$ cat config.mk
export PLATFORM = sky130hd
export DESIGN_NAME = s2_tlb_ipaspace
export DESIGN_NICKNAME = d
export VERILOG_FILES = /design/src/rtl/s2_tlb_ipaspace.sv
export SDC_FILE = /design/constraint.sdc
export NUM_CORES = 1
export LEC_CHECK = 0
export BUFFER_PORTS_ARGS = -buffer_cell sky130_fd_sc_hd__clkbuf_2
export CAP_MARGIN = 25
export CORE_MARGIN = 10
export CORE_UTILIZATION = 65
export DETAILED_ROUTE_END_ITERATION = 8
export PLACE_DENSITY = 0.85
export SYNTH_ARGS = -nofsm -noshare
export SYNTH_HDL_FRONTEND = slang
export SYNTH_SLANG_ARGS = --single-unit
$ cat constraint.sdc
create_clock -name clk -period 11.77 [get_ports clk]
set_input_delay 1.177 -clock clk [delete_from_list [all_inputs] [get_ports clk]]
set_output_delay 1.177 -clock clk [all_outputs]
set_load 0.01 [all_outputs]
$ cat src/rtl/s2_tlb_ipaspace.sv
module s2_tlb_ipaspace #(
  parameter int ENTRIES = 8,
  parameter int VMID_W  = 8,
  parameter int PAGE_W  = 40,
  parameter bit PA52    = 1'b1
) (
  input  logic              clk,
  input  logic              rst_n,
  input  logic              fill_valid,
  output logic              fill_ready,
  input  logic [VMID_W-1:0] fill_vmid,
  input  logic [PAGE_W-1:0] fill_page,
  input  logic [1:0]        fill_level,
  input  logic [1:0]        fill_gran,
  input  logic              fill_partial,
  input  logic              fill_secure,
  input  logic [VMID_W-1:0] lu_vmid,
  input  logic [PAGE_W-1:0] lu_page,
  input  logic              lu_req_secure,
  input  logic              lu_s1_bypass,
  input  logic              lu_s1_secure,
  output logic              lu_hit,
  output logic [1:0]        lu_level,
  output logic              lu_partial,
  input  logic              inv_valid,
  input  logic [63:0]       inv_operand,
  input  logic [VMID_W-1:0] inv_vmid,
  input  logic              inv_req_secure,
  input  logic              inv_last,
  input  logic              inv_range,
  output logic              inv_busy,
  output logic              inv_done
);
  localparam int IDX_W    = (ENTRIES > 1) ? $clog2(ENTRIES) : 1;
  localparam int LEN_W    = PAGE_W + 1;
  localparam int ADDR_TOP = PA52 ? 39 : 35;

  logic [ENTRIES-1:0] e_v;
  logic [VMID_W-1:0]  e_vmid [ENTRIES];
  logic [PAGE_W-1:0]  e_page [ENTRIES];
  logic [1:0]         e_lvl  [ENTRIES];
  logic [1:0]         e_gran [ENTRIES];
  logic [ENTRIES-1:0] e_part;
  logic [ENTRIES-1:0] e_sec;

  logic [IDX_W-1:0]  sw_idx, rr;
  logic [VMID_W-1:0] c_vmid;
  logic [PAGE_W-1:0] c_page;
  logic [LEN_W-1:0]  c_end;
  logic              c_sec, c_last, c_range;
  logic [1:0]        c_ttl, c_tg;

  // lookup
  logic lu_sec;
  assign lu_sec = lu_s1_bypass ? lu_req_secure : lu_s1_secure;

  always_comb begin
    lu_hit = 1'b0;
    lu_level = '0;
    lu_partial = 1'b0;
    for (int i = ENTRIES - 1; i >= 0; i--) begin
      if (e_v[i] && e_vmid[i] == lu_vmid && e_page[i] == lu_page && e_sec[i] == lu_sec) begin
        lu_hit = 1'b1;
        lu_level = e_lvl[i];
        lu_partial = e_part[i];
      end
    end
  end

  // victim choice
  logic             free_found;
  logic [IDX_W-1:0] free_idx, victim;
  always_comb begin
    free_found = 1'b0;
    free_idx = '0;
    for (int i = ENTRIES - 1; i >= 0; i--) begin
      if (!e_v[i]) begin
        free_found = 1'b1;
        free_idx = IDX_W'(i);
      end
    end
  end
  assign victim = free_found ? free_idx : rr;
  assign fill_ready = !inv_busy;

  logic do_fill;
  assign do_fill = fill_valid && fill_ready;

  // command decode
  logic              accept;
  logic              d_sec;
  logic [PAGE_W-1:0] d_page;
  logic [5:0]        d_cnt;
  logic [4:0]        d_sh;
  logic [LEN_W-1:0]  d_end;
  assign accept = inv_valid && !inv_busy;
  assign d_sec  = inv_req_secure && !inv_operand[63];
  assign d_page = inv_range ? PAGE_W'(inv_operand[36:0]) : PAGE_W'(inv_operand[ADDR_TOP:0]);
  assign d_cnt  = {1'b0, inv_operand[43:39]} + 6'd1;
  assign d_sh   = 5'(inv_operand[45:44]) * 5'd5 + 5'd1;
  assign d_end  = {1'b0, d_page} + (LEN_W'(d_cnt) << d_sh);

  // sweep match for the current slot
  logic addr_ok, rng_ok, kill, sw_last;
  assign addr_ok = c_range ? ({1'b0, e_page[sw_idx]} >= {1'b0, c_page} &&
                              {1'b0, e_page[sw_idx]} < c_end)
                           : (e_page[sw_idx] == c_page);
  assign rng_ok  = !c_range || (e_gran[sw_idx] == c_tg &&
                                (c_ttl == 2'd0 || c_ttl == e_lvl[sw_idx]));
  assign kill    = inv_busy && e_v[sw_idx] && e_vmid[sw_idx] == c_vmid && addr_ok &&
                   e_sec[sw_idx] == c_sec && !(c_last && e_part[sw_idx]) && rng_ok;
  assign sw_last = sw_idx == IDX_W'(ENTRIES - 1);

  always_ff @(posedge clk or negedge rst_n) begin
    if (!rst_n) begin
      e_v <= '0;
      inv_busy <= 1'b0;
      inv_done <= 1'b0;
      sw_idx <= '0;
      rr <= '0;
      c_vmid <= '0;
      c_page <= '0;
      c_end <= '0;
      c_sec <= 1'b0;
      c_last <= 1'b0;
      c_range <= 1'b0;
      c_ttl <= '0;
      c_tg <= '0;
    end else begin
      inv_done <= 1'b0;
      if (do_fill) begin
        e_v[victim] <= 1'b1;
        if (!free_found) rr <= (rr == IDX_W'(ENTRIES - 1)) ? '0 : rr + 1'b1;
      end
      if (accept) begin
        inv_busy <= 1'b1;
        sw_idx <= '0;
        c_vmid <= inv_vmid;
        c_page <= d_page;
        c_end <= d_end;
        c_sec <= d_sec;
        c_last <= inv_last;
        c_range <= inv_range;
        c_ttl <= inv_operand[38:37];
        c_tg <= inv_operand[47:46];
      end else if (inv_busy) begin
        if (kill) e_v[sw_idx] <= 1'b0;
        if (sw_last) begin
          inv_busy <= 1'b0;
          inv_done <= 1'b1;
        end else begin
          sw_idx <= sw_idx + 1'b1;
        end
      end
    end
  end

  always_ff @(posedge clk) begin
    if (do_fill) begin
      e_vmid[victim] <= fill_vmid;
      e_page[victim] <= fill_page;
      e_lvl[victim]  <= fill_level;
      e_gran[victim] <= fill_gran;
      e_part[victim] <= fill_partial;
      e_sec[victim]  <= fill_secure;
    end
  end

  p_done_pulse_r9: assert property (@(posedge clk) disable iff (!rst_n)
    inv_done |=> !inv_done);
  p_done_ends_busy_r9: assert property (@(posedge clk) disable iff (!rst_n)
    inv_done |-> (!inv_busy && $past(inv_busy)));
  p_accept_r9: assert property (@(posedge clk) disable iff (!rst_n)
    (inv_valid && !inv_busy) |=> inv_busy);
  p_fill_stall_r10: assert property (@(posedge clk) disable iff (!rst_n)
    inv_busy |-> !fill_ready);
  p_busy_hold_r10: assert property (@(posedge clk) disable iff (!rst_n)
    (inv_busy && !inv_done && $past(inv_busy)) |-> $stable(c_sec));
endmodule

---- Word-level counts from Yosys, hierarchy flattened ----
Memories as Yosys holds them, arrays and structs flattened.
Index checks and enable logic that the tools add are counted.
cells by class
  equal/unequal tests ..................... 32
  bitwise logic cells ..................... 4
  shifts and indexed selects .............. 1
  multiply operators ...................... 1
  $lt $le $gt $ge ......................... 6
  reduce and logical (&&, ||, !) cells .... 48
  add/subtract/negate cells ............... 5
  multiplexer cells ....................... 72
operator list
  operator               number
  $eq A40 B40 Y1         9
  $eq A8 B8 Y1           9
  $add A40 B41 Y41       1
  $lt A40 B41 Y1         1
  $shl A6 B5 Y41         1
  $ge A40 B40 Y1         1
  $mux W40               1
  $mux W1                39
  $mux W3                13
  $logic_and A1 B1 Y1    38
  $mux W8                4
  $bwmux W8              2
  $mux W2                8
  $bmux W1 S3            3
  $eq A1 B1 Y1           9
  $and A8 B8 Y8          1
  $lt A3 B4 Y1 const B   2
  $not A8 Y8             1
  $or A8 B8 Y8           1
  $add A3 B1 Y3 const B  2
  $add A5 B1 Y6 const B  1
  $demux W1 S3           2
  $eq A3 B3 Y1 const B   2
  $ge A3 B1 Y1 const B   2
  10 further kinds       16
word-level totals
  word-level logic and storage cells ...... 188
  input port bits ......................... 184
  register bits after elaboration ......... 128
  RAM bits ................................ 416
  memories kept ........................... 4
memories
  name    words  bits a word  read ports  clocked after Yosys merged registers in  wr ports  line  RTL
  e_page  8      40           9           0                                        1         40    logic [PAGE_W-1:0] e_page [ENTRIES];
  e_vmid  8      8            9           0                                        1         39    logic [VMID_W-1:0] e_vmid [ENTRIES];
  e_gran  8      2            1           0                                        1         42    logic [1:0] e_gran [ENTRIES];
  e_lvl   8      2            9           0                                        1         41    logic [1:0] e_lvl [ENTRIES];

---- Depth between registers and ports, before layout ----
Gate-level depths: netlist (run 1).
  word-level depth ........................ 19
  mapped depth ............................ 21

---- Worst setup path after synthesis (run 1) ----
OpenSTA, ideal clock, no wires.
  path type ............................... input to register
  start ................................... input port fill_valid
  end ..................................... memory e_gran[4][0] (enable)
  stages on the path ...................... 2
  arrival ................................. 5.111 ns
  setup slack ............................. 6.124 ns
  library setup time ...................... 0.535 ns
  buffers on the path ..................... 0
  data required time ...................... 11.235 ns
  cells stage by stage .................... nand3_1 nor3_1
between the ends
  longest elaborated chain between the ends .. 3
RTL lines
  what                           line  RTL
  start: declaration             9     input logic fill_valid,
  $logic_and A1 B1 Y1            87    assign do_fill = fill_valid && fill_ready;
  $mux W1                        159   if (do_fill) begin
  $mux W1 (implied by the code)  163   e_gran[victim] <= fill_gran;
  end: declaration               42
Every way passes these cells.

---- Final worst setup path (run 1) ----
  start ................................... input port lu_page[33]
  end ..................................... output port lu_level[0]
between the ends
  longest elaborated chain between the ends .. 11
  elaborated cells between the ends (all ways) .. 32
  classes of those cells .................. eq/ne: 8; mux: 8; reduce/logical: 16
RTL lines
  what                              line  RTL
  start: declaration                18    input logic [PAGE_W-1:0] lu_page,
  $eq A40 B40 Y1                    62    if (e_v[i] && e_vmid[i] == lu_vmid && e_page[i] == lu_page && e_sec[i] == lu_sec) begin
  $logic_and A1 B1 Y1 (2 in a row)  62
  $mux W2 (7 in a row)              62
  $mux W2 *                         62
  end: declaration                  23    output logic [1:0] lu_level,
Mark *: on every way between the ends. The rest lies on a longest branch, timed or not.

==> results of run 1 <==
-- power groups by stage --
stage          logic, mW  clock network [mW]  registers (mW)
3_3_place_gp        2.56                   0            2.69
6_report            2.76                1.83            2.68
2_1_floorplan       1.87                   0            2.54
3_5_place_dp        2.66                   0            2.70
4_1_cts             2.70                1.83            2.67
5_1_grt             2.96                1.91            2.71
-- layer usage --
layer / share of wire [%] / GRT usage [%] / up-vias
li1: - / - / 9149
met1: 35 / 46.3 / 10700
met2: 46 / 58.1 / 1539
met3: 12 / 9.00 / 308
met4: 6.9 / 21.7 / 2
met5: 0.0096 / 0 / -
-- state kept, by name, indices dropped and copies added, names as in the netlist --
name,cells
c_tg,2
rr,3
e_vmid,64
inv_busy,1
sw_idx,3
e_v,8
c_last,1
e_part,8
c_ttl,2
e_lvl,16
c_end,41
inv_done,1
c_sec,1
c_range,1
e_sec,8
e_gran,16
e_page,320
c_vmid,8
c_page,40
-- metrics by stage --
stage	setup WS [ps]	std cells	power (mW)
finish	5800	3174	7.28
CTS	6000	3168	7.20
global route	5830	3171	7.58
detailed placement	5600	3068	5.36
floorplan	6120	2390	4.41
global placement	5660	3068	5.25
-- synthesized netlist by cell type (7+ instances only) --
library cell  instances
o21ai_0             114
nand2b_1             12
xor2_1              290
dfrtp_1             112
ha_1                124
clkbuf_1             50
buf_2                50
a31oi_1               8
a211oi_1             13
nor2_1               76
a22oi_1               9
mux4_2              102
a21o_1               24
a21oi_1              65
xnor2_1             113
nand4_1              60
mux2i_1              37
nor2b_1              14
buf_1                 9
nor4_1               75
edfxtp_1            432
o22ai_1              14
a2bb2oi_1            11
inv_1               132
nand2_1             188
a221oi_1             10
o211ai_1             13
o221ai_1              7
and3_1                9
mux2_2               45
nor3_1               20
o21a_1               11
o2bb2ai_1             7
nand3_1              36
-- kinds of logic after synthesis --
family	Yosys count	share of synthesized area, %
DFF	544	52.5
and+or+nand+nor	526	8.77
xor gates and xnor gates	403	11.7
AOI/OAI and AO/OA	354	7.63
buffers and inverters	250	3.43
muxes	188	10.7
adders and majority gates	125	5.23
-- worst max-delay path, delay by kind of cell --
kind | cells | cell delay [ps]
XOR/XNOR | 1 | 470
AND/OR/NAND/NOR | 5 | 2500
buffers and inverters | 2 | 440
AO/OA/AOI/OAI | 1 | 190
-- cell type report --
class	instances	share of cell area (%)
Inverter	136	1.54
Tap cell	600	2.26
Timing Repair Buffer	192	3.03
Clock buffer	72	4.55
Antenna cell	6	0.0452
Sequential cell	544	47.5
Multi-Input combinational cell	1596	40.1
Clock inverter	28	1.03
-- how the worst max path moves through the flow --
stage,slack [ps],to,depth (start not counted),start
3_5_place_dp,5600,c_end[35],17,inv_operand[44]
5_1_grt,5830,lu_level[1],11,lu_page[16]
2_1_floorplan,6120,e_gran[4][0],2,fill_valid
3_3_place_gp,5660,c_end[35],17,inv_operand[44]
4_1_cts,6000,lu_level[0],10,lu_page[3]
6_report,5800,lu_level[0],9,lu_page[33]
==> flow_summary.yaml, run 1 <==
timing:
  maxSlewHeadroom_pct: 24.3
  fin_tns_setup_ps: 0
  clock.fmax_mhz: 167
  drv_slew: 0
  hold_viol: 0
  min_period_ps: 5970
  finalCritPeriodShare_pct: 50.7
  whs_ps: 486
  setup_viol: 0
  fin_skew_ps: 17.1
  rsz0062_at_grt: "no"
  tightest_slew_ps: 1140
detailed_routing:
  wl_um: 104000
  vias_per_cell: 6.84
  first_pass_iters: 8
  drt_iter0_markers: 3020
  num_vias: 21700
  drc: 0
  drt.antenna.violating_nets: 0
  routedWlPerCell_um: 32.9
setup_path:
  critical_path_class: "in -> out"
  cp-end-kind: "primary output"
  worstPathArrival_ps: 4790
  cp-start-kind: "input port"
  timing.rr.end: "e_v[2]"
  cp_slowest_cell: "nor3_1"
  critPathMaxStageDelay_ps: 950
  path_max_fanout: 9
  reg2reg_depth: 13
  reg2reg_slack_ps: 6000
  required_ps: 10590
  crit_chain: "clkbuf_2, xnor2_1, nand4_1, nor4_1, nand4_1, nor3_1, nand3b_1, o221ai_1, clkbuf_2"
  reg2reg_from: "sw_idx[1]"
pwr:
  ir_drop_uv: 488
  power_switching_share_pct: 37.2
  clkPwrFrac_pct: 25.2
  p_per_area_nw_per_um2: 219
  pwr-share-comb_pct: 38.0
  p_int_mw: 4.57
  power.static_leakage_nw: 12.6
  p_switching_mw: 2.71
  seqPwrFrac_pct: 36.8
finish:
  final_common_cell: "edfxtp_1"
  layout_common_cells: "432 x edfxtp_1, 290 x xor2_1, 187 x nand2_1"
  layout-drive-gt1-share_pct: 17.6
  final_area_um2: 33300
  area_delta_synth_final_pct: 10.6
  nFillCells: 2963
  nNetsFinal: 2835
  register_area_um2: 15800
  finalCoreUtilization_pct: 73.0
  multi_input_area_um2: 13300
floorplan:
  coreArea_um2: 45600
  die_x_um: 235
  num_io_pins: 191
  fp.dieH_um: 235
  initial_utilization_pct: 66.0
  rows: 78
  die-area_um2: 55300
synth:
  seq_area_frac_synth_pct: 52.5
  synth_top_area_share_pct: 43.1
  synth_cell_types: 85
  synthTopCellsByArea: "edfxtp_1 43%, dfrtp_1 9.3%, xor2_1 8.4%"
  synth_edf_count: 432
  synthCells: 2390
  yosysTopAreaCell: "edfxtp_1"
  async_reset_ff_share_pct: 20.6
  syn_nets: 2699
  ys.flop_type: "edfxtp_1"
  synth_area_um2: 30100
  ys_ff_latch: 544
  yosys_warnings: 0
  postSynthAreaPerCell_um2: 12.6
clocking:
  cts.path.max_buffers: 3
  cts_htree_levels: 2
  cts_resized: 0
  clk_pin_slew_worst_paths_ps: 60
  cts_setup_buffers: 0
  clk_latency_ps: 620
  cts_buffers: 56
  cts_sinks: 544
  cts_root_buffer: "clkbuf_16"
  cts_tree: "yes"
  hold_buffers: 0
job:
  drv_cap: 0
status:
  outcome: "complete, no violations"
global_route:
  grt_start_max_net_pins: 104
  grt_pass1_vias: 21300
  antenna_found_initial: 5
  grt_first_pass_wirelength_um: 149000
  grt_overflow: 0
  grt_use_total_pct: 37.0
worst_hold_path:
  worstHoldStart: "c_last"
  whs_path_depth: 2
  hold_path.class: "reg -> reg"
  holdPathEnd: "c_last"
place:
  placed_cell_area_um2: 31400
  dp_hpwl_um: 77900
  gp_congestion: 1.05
  io_buffer_count: 175
(Power assumes the default switching activity.)
==> run 2: changes to the inputs <==
- CORE_UTILIZATION: 65 -> 56
- PLACE_DENSITY: 0.85 -> 0.77
- clock period: 11.77 -> 5.4 ns (I/O delays scaled with it)
==> run 2 against run 1 <==
  * Via count is the same
  * First-iteration DRC count shrank 8.8%
  * Combinational power grew 120%
  * Die area grew 15%
  * Sequential power grew 120%
  * Utilization shrank 9.1 points
  * Count of clock-buffer cells in the layout grew 6
  * Routed wire length grew 2.4%
  * Global-route usage shrank 3.7 points
==> flow_summary.yaml, run 2 (synthesis gave the netlist of run 1 again) <==
finish:
  reg.largest.list: "e_page x320, e_vmid x64, c_end x41"
  regMostFlops: "e_page"
  final_area_um2: 33800
  multi_input_area_um2: 13300
  final_common_cell: "edfxtp_1"
  area_delta_synth_final_pct: 12.2
  nFillCells: 4000
  largest_reg_flops: 320
  layout_common_cells: "432 x edfxtp_1, 290 x xor2_1, 187 x nand2_1"
  register_area_um2: 15800
  layout-drive-gt1-share_pct: 19.0
  nNetsFinal: 2867
global_route:
  grt_pass1_vias: 21300
  grt_start_max_net_pins: 84
  antenna_found_initial: 8
  grt_first_pass_wirelength_um: 151000
  grt_use_total_pct: 33.3
  grt_overflow: 0
timing:
  maxSlewHeadroom_pct: 25.7
  clock.fmax_mhz: 203
  fin_tns_setup_ps: 0
  finalCritPeriodShare_pct: 91.1
  tightest_slew_ps: 1110
  rsz0062_at_grt: "no"
  drv_slew: 0
  min_period_ps: 4920
  whs_ps: 114
  fin_skew_ps: 13.0
  setup_viol: 0
  hold_viol: 0
floorplan:
  die_x_um: 252
  num_io_pins: 191
  die-area_um2: 63400
  initial_utilization_pct: 56.9
  rows: 84
  fp.dieH_um: 252
  coreArea_um2: 52900
pwr:
  p_switching_mw: 5.87
  p_int_mw: 10.2
  p_per_area_nw_per_um2: 475
  pwr-share-comb_pct: 38.0
  power.static_leakage_nw: 12.9
  power_switching_share_pct: 36.6
  ir_drop_uv: 315
  clkPwrFrac_pct: 25.8
  seqPwrFrac_pct: 36.3
detailed_routing:
  num_vias: 21700
  vias_per_cell: 6.58
  wl_um: 107000
  drt.antenna.violating_nets: 0
  first_pass_iters: 8
  drc: 0
  drt_iter0_markers: 2754
  routedWlPerCell_um: 32.4
place:
  placed_cell_area_um2: 31800
  io_buffer_count: 175
  dp_hpwl_um: 81600
  gp_congestion: 1.08
clocking:
  cts.path.max_buffers: 3
  cts_resized: 0
  cts_setup_buffers: 0
  cts_sinks: 544
  clk_pin_slew_worst_paths_ps: 60
  cts_tree: "yes"
  cts_htree_levels: 2
  clk_latency_ps: 620
  cts_root_buffer: "clkbuf_16"
  cts_buffers: 56
setup_path:
  required_ps: 4860
  cp-start-kind: "flip-flop"
  cp-end-kind: "primary output"
  path_max_fanout: 3
  worstPathArrival_ps: 4380
  critical_path_class: "reg -> out"
job:
  drv_cap: 0
status:
  outcome: "complete, no violations"
worst_hold_path:
  hold_path.class: "in -> reg"
[run 2: cell types whose count changed in the layout (fill, tap and decap cells not counted), sizes merged]
cell / previous run / this run
clkinvlp: 0 / 2
buf: 18 / 49
clkinv: 20 / 16
diode: 6 / 10
clkbuf: 246 / 252
dlygate4sd3: 0 / 1
[run 2: final timing paths]
path                            cells past startpoint          from          to  slack [ps]
worst min-delay path                                3      inv_last      c_last         110
max in group asynchronous                           3         rst_n   sw_idx[2]        3860
worst max register to register                     13     sw_idx[0]      e_v[2]         590
worst min register to register                      2     c_end[37]   c_end[37]         490
worst max-delay path                               10  e_vmid[6][1]  lu_partial         480
min in group asynchronous                           2         rst_n   c_end[23]         440
[run 2: power by group through the flow]
stage	sequential (mW)	combinational (mW)	clock (mW)
finish	5.82	6.09	4.14
global route	5.87	6.56	4.29
CTS	5.81	5.99	4.14
detailed placement	5.88	5.94	0
global placement	5.85	5.76	0
floorplan	5.54	4.08	0
[run 2: layer usage]
| layer | GRT usage (%) | part of all wire (%) | vias up |
|---|---|---|---|
| li1 | - | - | 9231 |
| met1 | 42.3 | 37 | 10800 |
| met2 | 52.3 | 46 | 1343 |
| met3 | 6.50 | 10 | 303 |
| met4 | 20.7 | 7.1 | 2 |
| met5 | 0 | 0.019 | - |
[run 2: critical path, cell delays in order (launching register included)]
cell,delay (ps)
edfxtp_1,410
xnor2_1,610
nand4_1,190
nor4_1,710
nand4_1,350
o21ai_2,340
o2bb2ai_1,130
mux2_1,310
a222oi_1,330
o221ai_1,190
clkbuf_2,180
[run 2: what timing repair did]
| action | CTS | global route |
|---|---|---|
| hold buffers | 1 | 0 |
| hold endpoints to repair | 37 | 0 |
| setup endpoints to repair | 0 | 0 |
[run 2: cell type report]
class	count	share of cell area, %
clock buffer	78	4.77
clock inverter	26	0.990
sequential	544	46.8
multi-input combinational	1596	39.5
antenna	10	0.0741
inverter	136	1.51
timing repair buffer	224	3.85
tap	688	2.55
[run 2: through the flow]
step	util [%]	instances	setup WS (ps)	power, mW
final	63.8	3302	480	16.0
after global routing	63.8	3298	281	16.7
after CTS	63.8	3292	516	15.9
after detailed placement	60.1	3187	145	11.8
after global placement	60.1	3187	279	11.6
after floorplan	-	2390	111	9.62
